`src/rtl/i2c_xc_pkg.sv`:
```
package i2c_xc_pkg;
  typedef enum logic [2:0] {
    CODE_NONE   = 3'd0,
    CODE_GCALL  = 3'd1,
    CODE_SBYTE  = 3'd2,
    CODE_ADDR1  = 3'd3,
    CODE_RSVD   = 3'd4,
    CODE_TENBIT = 3'd5,
    CODE_EXT    = 3'd6
  } xc_code_e;

  typedef struct packed {
    logic start;
    logic stop;
    logic rise;
    logic fall;
  } bus_ev_t;
endpackage

```
`src/rtl/i2c_xc_bus_cond.sv`:
```
module i2c_xc_bus_cond
  import i2c_xc_pkg::*;
(
  input  logic    clk_i,
  input  logic    rst_ni,
  input  logic    scl_i,
  input  logic    sda_i,
  output bus_ev_t ev_o
);
  logic scl_q, sda_q;

  // idle bus is high, so reset to 1 avoids a false edge
  always_ff @(posedge clk_i or negedge rst_ni) begin
    if (!rst_ni) begin
      scl_q <= 1'b1;
      sda_q <= 1'b1;
    end else begin
      scl_q <= scl_i;
      sda_q <= sda_i;
    end
  end

  always_comb begin
    ev_o.start = scl_q & scl_i & sda_q & ~sda_i;
    ev_o.stop  = scl_q & scl_i & ~sda_q & sda_i;
    ev_o.rise  = ~scl_q & scl_i;
    ev_o.fall  = scl_q & ~scl_i;
  end
endmodule

```
`src/rtl/i2c_xc_shifter.sv`:
```
module i2c_xc_shifter
  import i2c_xc_pkg::*;
#(
  parameter int unsigned BYTE_W = 8,
  localparam int unsigned CNT_W = $clog2(BYTE_W + 1)
) (
  input  logic              clk_i,
  input  logic              rst_ni,
  input  bus_ev_t           ev_i,
  input  logic              sda_i,
  input  logic              done_i,
  output logic [BYTE_W-1:0] byte_o,
  output logic              full_o
);
  logic [CNT_W-1:0]  cnt_q;
  logic [BYTE_W-1:0] sh_q;
  logic              phase_q;

  always_ff @(posedge clk_i or negedge rst_ni) begin
    if (!rst_ni) begin
      cnt_q   <= '0;
      sh_q    <= '0;
      phase_q <= 1'b0;
    end else if (ev_i.start) begin
      cnt_q   <= '0;
      phase_q <= 1'b1;
    end else if (ev_i.stop) begin
      cnt_q   <= '0;
      phase_q <= 1'b0;
    end else if (done_i) begin
      phase_q <= 1'b0;
    end else if (phase_q && ev_i.rise && cnt_q < CNT_W'(BYTE_W)) begin
      sh_q  <= {sh_q[BYTE_W-2:0], sda_i};
      cnt_q <= cnt_q + 1'b1;
    end
  end

  assign byte_o = sh_q;
  assign full_o = phase_q && (cnt_q == CNT_W'(BYTE_W));
endmodule

```
`src/rtl/i2c_xc_decode.sv`:
```
module i2c_xc_decode
  import i2c_xc_pkg::*;
#(
  parameter int unsigned ADDR_W = 7,
  parameter int unsigned PFX_W  = 4,
  localparam int unsigned TEN_W = PFX_W + 1
) (
  input  logic [ADDR_W-1:0] addr_i,
  input  logic              rw_i,
  input  logic [ADDR_W-1:0] own_i,
  output logic              ext_o,
  output logic              match_o,
  output xc_code_e          code_o
);
  logic [ADDR_W-1:0] eq_bits;
  logic [PFX_W-1:0]  pfx;

  for (genvar i = 0; i < ADDR_W; i++) begin : g_cmp
    assign eq_bits[i] = ~(addr_i[i] ^ own_i[i]);
  end

  assign pfx     = addr_i[ADDR_W-1 -: PFX_W];
  assign match_o = &eq_bits;
  assign ext_o   = (pfx == '0) || (pfx == '1);

  always_comb begin
    if (addr_i == '0)
      code_o = rw_i ? CODE_SBYTE : CODE_GCALL;
    else if (addr_i == ADDR_W'(1))
      code_o = CODE_ADDR1;
    else if (addr_i == ADDR_W'(2))
      code_o = CODE_RSVD;
    else if (addr_i[ADDR_W-1 -: TEN_W] == {{PFX_W{1'b1}}, 1'b0})
      code_o = CODE_TENBIT;
    else if (ext_o)
      code_o = CODE_EXT;
    else
      code_o = CODE_NONE;
  end
endmodule

```
`src/rtl/i2c_xc_detect.sv`:
```
module i2c_xc_detect
  import i2c_xc_pkg::*;
#(
  parameter int unsigned ADDR_W = 7,
  parameter int unsigned PFX_W  = 4,
  localparam int unsigned BYTE_W = ADDR_W + 1
) (
  input  logic              clk_i,
  input  logic              rst_ni,
  input  logic              scl_i,
  input  logic              sda_i,
  input  logic [ADDR_W-1:0] own_addr_i,
  input  logic              release_i,
  output logic              ext_code_o,
  output logic              addr_match_o,
  output logic              rw_o,
  output logic [2:0]        code_o,
  output logic              irq_o,
  output logic              active_o,
  output logic              standby_o
);
  bus_ev_t           ev;
  logic [BYTE_W-1:0] byte_w;
  logic              full, done, eval_en;
  logic              dec_ext, dec_match;
  xc_code_e          dec_code;

  logic     ext_q, match_q, rw_q, irq_q, active_q, standby_q;
  xc_code_e code_q;

  i2c_xc_bus_cond u_cond (
    .clk_i (clk_i),
    .rst_ni(rst_ni),
    .scl_i (scl_i),
    .sda_i (sda_i),
    .ev_o  (ev)
  );

  i2c_xc_shifter #(.BYTE_W(BYTE_W)) u_shift (
    .clk_i (clk_i),
    .rst_ni(rst_ni),
    .ev_i  (ev),
    .sda_i (sda_i),
    .done_i(done),
    .byte_o(byte_w),
    .full_o(full)
  );

  i2c_xc_decode #(.ADDR_W(ADDR_W), .PFX_W(PFX_W)) u_dec (
    .addr_i (byte_w[BYTE_W-1:1]),
    .rw_i   (byte_w[0]),
    .own_i  (own_addr_i),
    .ext_o  (dec_ext),
    .match_o(dec_match),
    .code_o (dec_code)
  );

  // eighth falling edge closes the phase even in standby
  assign done    = full & ev.fall;
  assign eval_en = done & ~standby_q & ~release_i;

  always_ff @(posedge clk_i or negedge rst_ni) begin
    if (!rst_ni) begin
      ext_q     <= 1'b0;
      match_q   <= 1'b0;
      rw_q      <= 1'b0;
      code_q    <= CODE_NONE;
      irq_q     <= 1'b0;
      active_q  <= 1'b0;
      standby_q <= 1'b0;
    end else begin
      irq_q <= 1'b0;
      if (ev.start) begin
        ext_q    <= 1'b0;
        match_q  <= 1'b0;
        rw_q     <= 1'b0;
        code_q   <= CODE_NONE;
        active_q <= 1'b0;
      end else if (eval_en) begin
        ext_q    <= dec_ext;
        match_q  <= dec_match;
        rw_q     <= byte_w[0];
        code_q   <= dec_code;
        active_q <= dec_ext | dec_match;
        irq_q    <= dec_ext | dec_match;
      end
      if (ev.stop) active_q <= 1'b0;
      if (release_i) begin
        standby_q <= 1'b1;
        active_q  <= 1'b0;
      end else if (ev.start) begin
        standby_q <= 1'b0;
      end
    end
  end

  assign ext_code_o   = ext_q;
  assign addr_match_o = match_q;
  assign rw_o         = rw_q;
  assign code_o       = code_q;
  assign irq_o        = irq_q;
  assign active_o     = active_q;
  assign standby_o    = standby_q;
endmodule

```
`config.mk`:
```
export PLATFORM = sky130hd
export DESIGN_NAME = i2c_xc_detect
export DESIGN_NICKNAME = d
export VERILOG_FILES = /design/src/rtl/i2c_xc_pkg.sv /design/src/rtl/i2c_xc_bus_cond.sv /design/src/rtl/i2c_xc_shifter.sv /design/src/rtl/i2c_xc_decode.sv /design/src/rtl/i2c_xc_detect.sv
export SDC_FILE = /design/constraint.sdc
export NUM_CORES = 1
export LEC_CHECK = 0
export BUFFER_PORTS_ARGS = -buffer_cell sky130_fd_sc_hd__buf_4
export CORE_ASPECT_RATIO = 0.8
export CORE_MARGIN = 5
export CORE_UTILIZATION = 42
export CTS_CLUSTER_DIAMETER = 30
export CTS_CLUSTER_SIZE = 12
export DETAILED_ROUTE_END_ITERATION = 8
export PLACE_DENSITY = 0.67
export SYNTH_ARGS = -nofsm -noshare
export SYNTH_HDL_FRONTEND = slang
export SYNTH_SLANG_ARGS = --single-unit
```
`constraint.sdc`:
```
create_clock -name clk_i -period 2.1 [get_ports clk_i]
set_clock_uncertainty 0.05 [all_clocks]
set_input_delay 0.105 -clock clk_i [delete_from_list [all_inputs] [get_ports clk_i]]
set_output_delay 0.105 -clock clk_i [all_outputs]
set_load 0.05 [all_outputs]
```
; After elaboration in Yosys (flattened, before gate mapping)
; Index checks and enable logic that the tools add are counted.
[totals]
reg_bits = 24
out_inout_bits = 9
[op_classes]
reduce_logical = 14
eq_ne = 6
bitwise_logic = 34
addsub = 1
muxes = 29
n_lt_le_gt_ge = 1
[ops]
columns = op, n
row1 = two-way mux 3 bit, 7
row2 = two-way mux 1 bit, 17
row3 = two-way mux 4 bit, 4
row4 = inverter 1 bit, 16
row5 = bitwise AND 1 bit, 10
row6 = equality test 4 bit (second input constant), 2
row7 = equality test 7 x 1 -> 1 bit (second input constant), 1
row8 = equality test 7 x 2 -> 1 bit (second input constant), 1
row9 = logical NOT 7 bit, 1
row10 = AND reduction 7 bit, 1
row11 = XOR 1 bit, 7
row12 = nonzero test 3 bit, 2
row13 = equality test 5 bit (second input constant), 1
row14 = adder 4 x 1 -> 4 bit (second input constant), 1
row15 = logical NOT 4 bit, 1
row16 = less-than comparator 4 bit (second input constant), 1
row17 = AND reduction 4 bit, 1
row18 = nonzero test 2 bit, 2
row19 = nonzero test 4 bit, 1
row20 = logical AND 1 bit, 3
row21 = != test 3 bit (second input constant), 1
row22 = two-way mux 2 bit, 1
row23 = AND reduction 2 bit, 1
row24 = logical OR 1 bit, 1
row25 = bitwise OR 1 bit, 1

; Logic depth before layout (Yosys ltp)
[logic_depth]
word_depth = 9
ltp_mapped = 7

; Hierarchy
; From an unflattened synthesis, not the netlist that was laid out.
[unflattened]
cells_unflattened = 93
hier_area_um2 = 1207.4
[modules_own_cells]
columns = module, area_per_inst_um2, cells_each, seq_area_each_um2, n_inst
row1 = i2c_xc_shifter, 610.6, 42, 325.3, 1
row2 = i2c_xc_detect, 364.1, 26, 225.2, 1
row3 = i2c_xc_decode, 145.1, 19, 0.0, 1
row4 = i2c_xc_bus_cond, 87.6, 6, 52.6, 1

; Worst setup path before layout
; No wires, ideal clock.
[synth_timing]
path_kind = register -> register
start = reg standby_q, in the netlist standby_o
end = reg code_q[2], in the netlist code_o[2]
setup_slack_ns = 0.536
t_arrival_ns = 1.390
stages_incl_launch_ff = 6
synth_period_minus_slack_ns = 1.564
n_path_buf = 1
cell_sequence = dfrtp_1 > nor4b_4 > nand2_1 > buf_6 > nor3_1 > a21oi_1
[synth_between]
elab_chain_cells = 4
[synth_rtl]
columns = item, line
row1 = "start, declared", i2c_xc_detect.sv:28  ; logic ext_q, match_q, rw_q, irq_q, active_q, standby_q;
row2 = "start signal, assigned", i2c_xc_detect.sv:70  ; standby_q <= 1'b0;
row3 = "start signal, assigned", i2c_xc_detect.sv:89  ; standby_q <= 1'b1;
row4 = "start signal, assigned", i2c_xc_detect.sv:92  ; standby_q <= 1'b0;
row5 = inverter 1 bit, i2c_xc_detect.sv:60  ; assign eval_en = done & ~standby_q & ~release_i;
row6 = bitwise AND 1 bit (2 in series), i2c_xc_detect.sv:60
row7 = nonzero test 2 bit (no line), n/a
row8 = "end signal, assigned", i2c_xc_detect.sv:83  ; code_q <= dec_code;
row9 = "end, declared", i2c_xc_detect.sv:29  ; xc_code_e code_q;
; Every way passes these cells.
; A chain may end at the register's enable or synchronous reset.

; Worst setup path in the final report
[layout_timing]
start = reg u_shift.cnt_q[0]
end = reg code_q[1], in the netlist code_o[1]
[layout_between]
elab_chain_cells = 6
[layout_rtl]
columns = item, line
row1 = "start, declared", i2c_xc_shifter.sv:15  ; logic [CNT_W-1:0] cnt_q;
row2 = "start signal, assigned", i2c_xc_shifter.sv:34  ; cnt_q <= cnt_q + 1'b1;
row3 = equality test 4 bit, i2c_xc_shifter.sv:39  ; assign full_o = phase_q && (cnt_q == CNT_W'(BYTE_W));
row4 = logical AND 1 bit, i2c_xc_shifter.sv:39
row5 = bitwise AND 1 bit, i2c_xc_detect.sv:59  ; assign done = full & ev.fall;
row6 = bitwise AND 1 bit (2 in series), i2c_xc_detect.sv:60
row7 = nonzero test 2 bit (no line), n/a
; Every way passes these cells.

==> run metrics <==
Slew Viols, Final 0; Global Route Usage Sum 0.119; maxcap violations 0; antenna cells 0; Initial Util 0.436; first-pass GRT wire length 3770 um; worst path arrival time 1.90 ns; Slew HR 0.616; commonest non-fill, non-tap cell in the layout dfrtp_1; layout cells sized above 1 0.307; Peak VDD IR 0.346 mV; Cells after Synth 102; CP required 2.31 ns; RSZ-0062 raised after global routing false; DRT Pass-1 Iters 4; H-tree depth 1; fin crit period 1.70 ns; Hold Vio Cnt, Final 0; Synth async-reset ratio 1.00; mux cell area share after synthesis 0.0722; GRT overflow 0; DR DRC count 0; Worst-Margin Slew 0.576 ns; GPL Wtd Cong 0.742; Num CTS Buffers 3; status completed; ranking of synthesized cells by area dfrtp_1 46%, mux2_2 4.7%, dfstp_2 4.4%; pre-CTS setup slack 0.418 ns; largest family of logic cells by synthesized area simple AND/OR/NAND/NOR gates; Layout fillers 248; Post-Syn Area per Cell 11.7 um2; complex-gate fraction of the synthesized area 0.117; largest net degree at the start of global routing 25; max frequency 589 MHz; syn nets 116; vias per inst 5.01; chip width 69.7 um; leading area contributor after synthesis dfrtp_1; TritonCTS clock tree yes; placed standard-cell area 1350 um2; Root Driver clkbuf_4; XOR/XNOR share of the synthesized area 0.0659; CTS clk-pin slew, worst paths 0.12 ns; WHS 0.109 ns; top_reg_cell synth dfrtp_1; HP Class in2reg; sequential area share after synthesis 0.504; adder-cell area share of the yosys netlist 0.0209; vias 827; Gates resized, CTS repair 0; Post-DP HPWL 1610 um; synth warn 0; Worst Setup Slack, final 0.402 ns; # nets final 142; top-area cell type share of the netlist area 0.460; vias in the first global route 830; Iter 0 DRT Violations 27; io pins 21; Post-synth EDFFs 0; Placeable Area 2740 um2; Final Cycle Share 0.808; FF+latch count, synth 24; crit path max-delay cell type dfrtp_1; IO buf count 20; Yosys cell types 37; Pwr Density 886 nW/um2; sum of negative setup slack 0 ns; Synth Area in Simple Gates 0.168; clock sink total 24; leading cell types in the layout, fill and taps excluded 22 x dfrtp_1, 20 x buf_4, 8 x o21ai_0, 7 x nand2_1, 7 x a21oi_1; post-route ant nets 0; Mapped Area 1200 um2; CTS Buffer Depth 2; Post-CTS Setup Repair Bufs 0; CP Class reg2reg; final instance area 1430 um2; Syn-to-layout area delta 19.4%; Die ar. 4020 um2; drt wl/cell 12.9 um; Worst path max stage delay 0.44 ns; Die H 57.7 um; crit end category flip-flop; Skew-Pair Late Insertion Delay 0.31 ns; Post-CTS Hold Buffers 4; CP cell instances inv_1, ha_1, and4b_1, nand2_1, or2_1, o21ai_1; Critical Path Fanout Max 13; Total Wirelength 2130 um; LEAKAGE 0.000652 uW; final setup violation count 0; Startpoint Class flip-flop; site row count 17; initial antenna violation count 0
logic make-up after synthesis:
logic type               after synthesis
AND/OR/NAND/NOR                       29
flip-flops                            24
AO/OA/AOI/OAI                         23
XOR/XNOR                               9
buffers and inverters                  8
multiplexers                           7
adder cells (fa/ha/maj)                2
where the power goes:
part	switching, uW	total (uW)	internal (uW)	leakage, uW
Combinational	138	328	190	0.000325
Sequential	144	702	558	0.000306
Clock	130	236	106	0.0000210
worst max-delay path: cells and delay by family, from the launching register on:
family	cells	cell delay (ns)
AO/OA/AOI/OAI	1	0.13
adder cells (fa/ha/maj)	1	0.13
buffers and inverters	1	0.07
flip-flops	1	0.44
AND/OR/NAND/NOR	3	0.83
final cells by class:
type                    instances  area, um2  share of cell area
flip-flops and latches         24        603               0.422
inverters                       5       18.8              0.0131
multi-input cells              70        532               0.372
clock buffers                   4       36.3              0.0254
well taps                      38       47.5              0.0333
repair buffers                 24        190               0.133
sequential cells by signal, indices dropped and copies added (netlist names):
register,count
u_shift.byte_o,8
u_shift.cnt_q,4
code_o,3
active_o,1
addr_match_o,1
ext_code_o,1
irq_o,1
rw_o,1
standby_o,1
u_cond.scl_q,1
u_cond.sda_q,1
u_shift.phase_q,1
cell usage after synthesis (all sizes together), types with 2 or more instances:
| cell | instances |
|---|---|
| o21ai | 9 |
| buf | 3 |
| xnor2 | 3 |
| nand2 | 7 |
| nor3 | 2 |
| dfstp | 2 |
| dfrtp | 22 |
| ha | 2 |
| xor2 | 6 |
| nor2 | 4 |
| a21oi | 7 |
| mux2 | 7 |
| nand3 | 4 |
| o31ai | 2 |
| nor4 | 2 |
| inv | 5 |
metal layers:
| layer | routed length [um] | GRT usage | share of wire |
|---|---|---|---|
| met4 | 50 | 0.0574 | 0.023 |
| met5 | 0 | 0 | 0 |
| met3 | 94 | 0.0381 | 0.044 |
| met2 | 1080 | 0.205 | 0.50 |
| met1 | 911 | 0.137 | 0.43 |
metrics by stage:
step,power (uW),utilization,cells
2_1_floorplan,944,-,102
6_report,1270,0.520,165
4_1_cts,1290,0.520,165
5_1_grt,1360,0.520,165
3_3_place_gp,1020,0.492,157
3_5_place_dp,1040,0.492,157
worst paths after layout:
kind | startpoint | end | slack [ns] | depth (start not counted)
min | own_addr_i[4] | active_o | 0.11 | 4
max reg2reg | u_shift.cnt_q[0] | code_o[1] | 0.40 | 6
min in group asynchronous | rst_ni | u_shift.phase_q | 0.15 | 2
min reg2reg | addr_match_o | addr_match_o | 0.47 | 2
max in group asynchronous | rst_ni | u_cond.scl_q | 1.57 | 2
max | u_shift.cnt_q[0] | code_o[1] | 0.40 | 6
(Power assumes the default switching activity.)
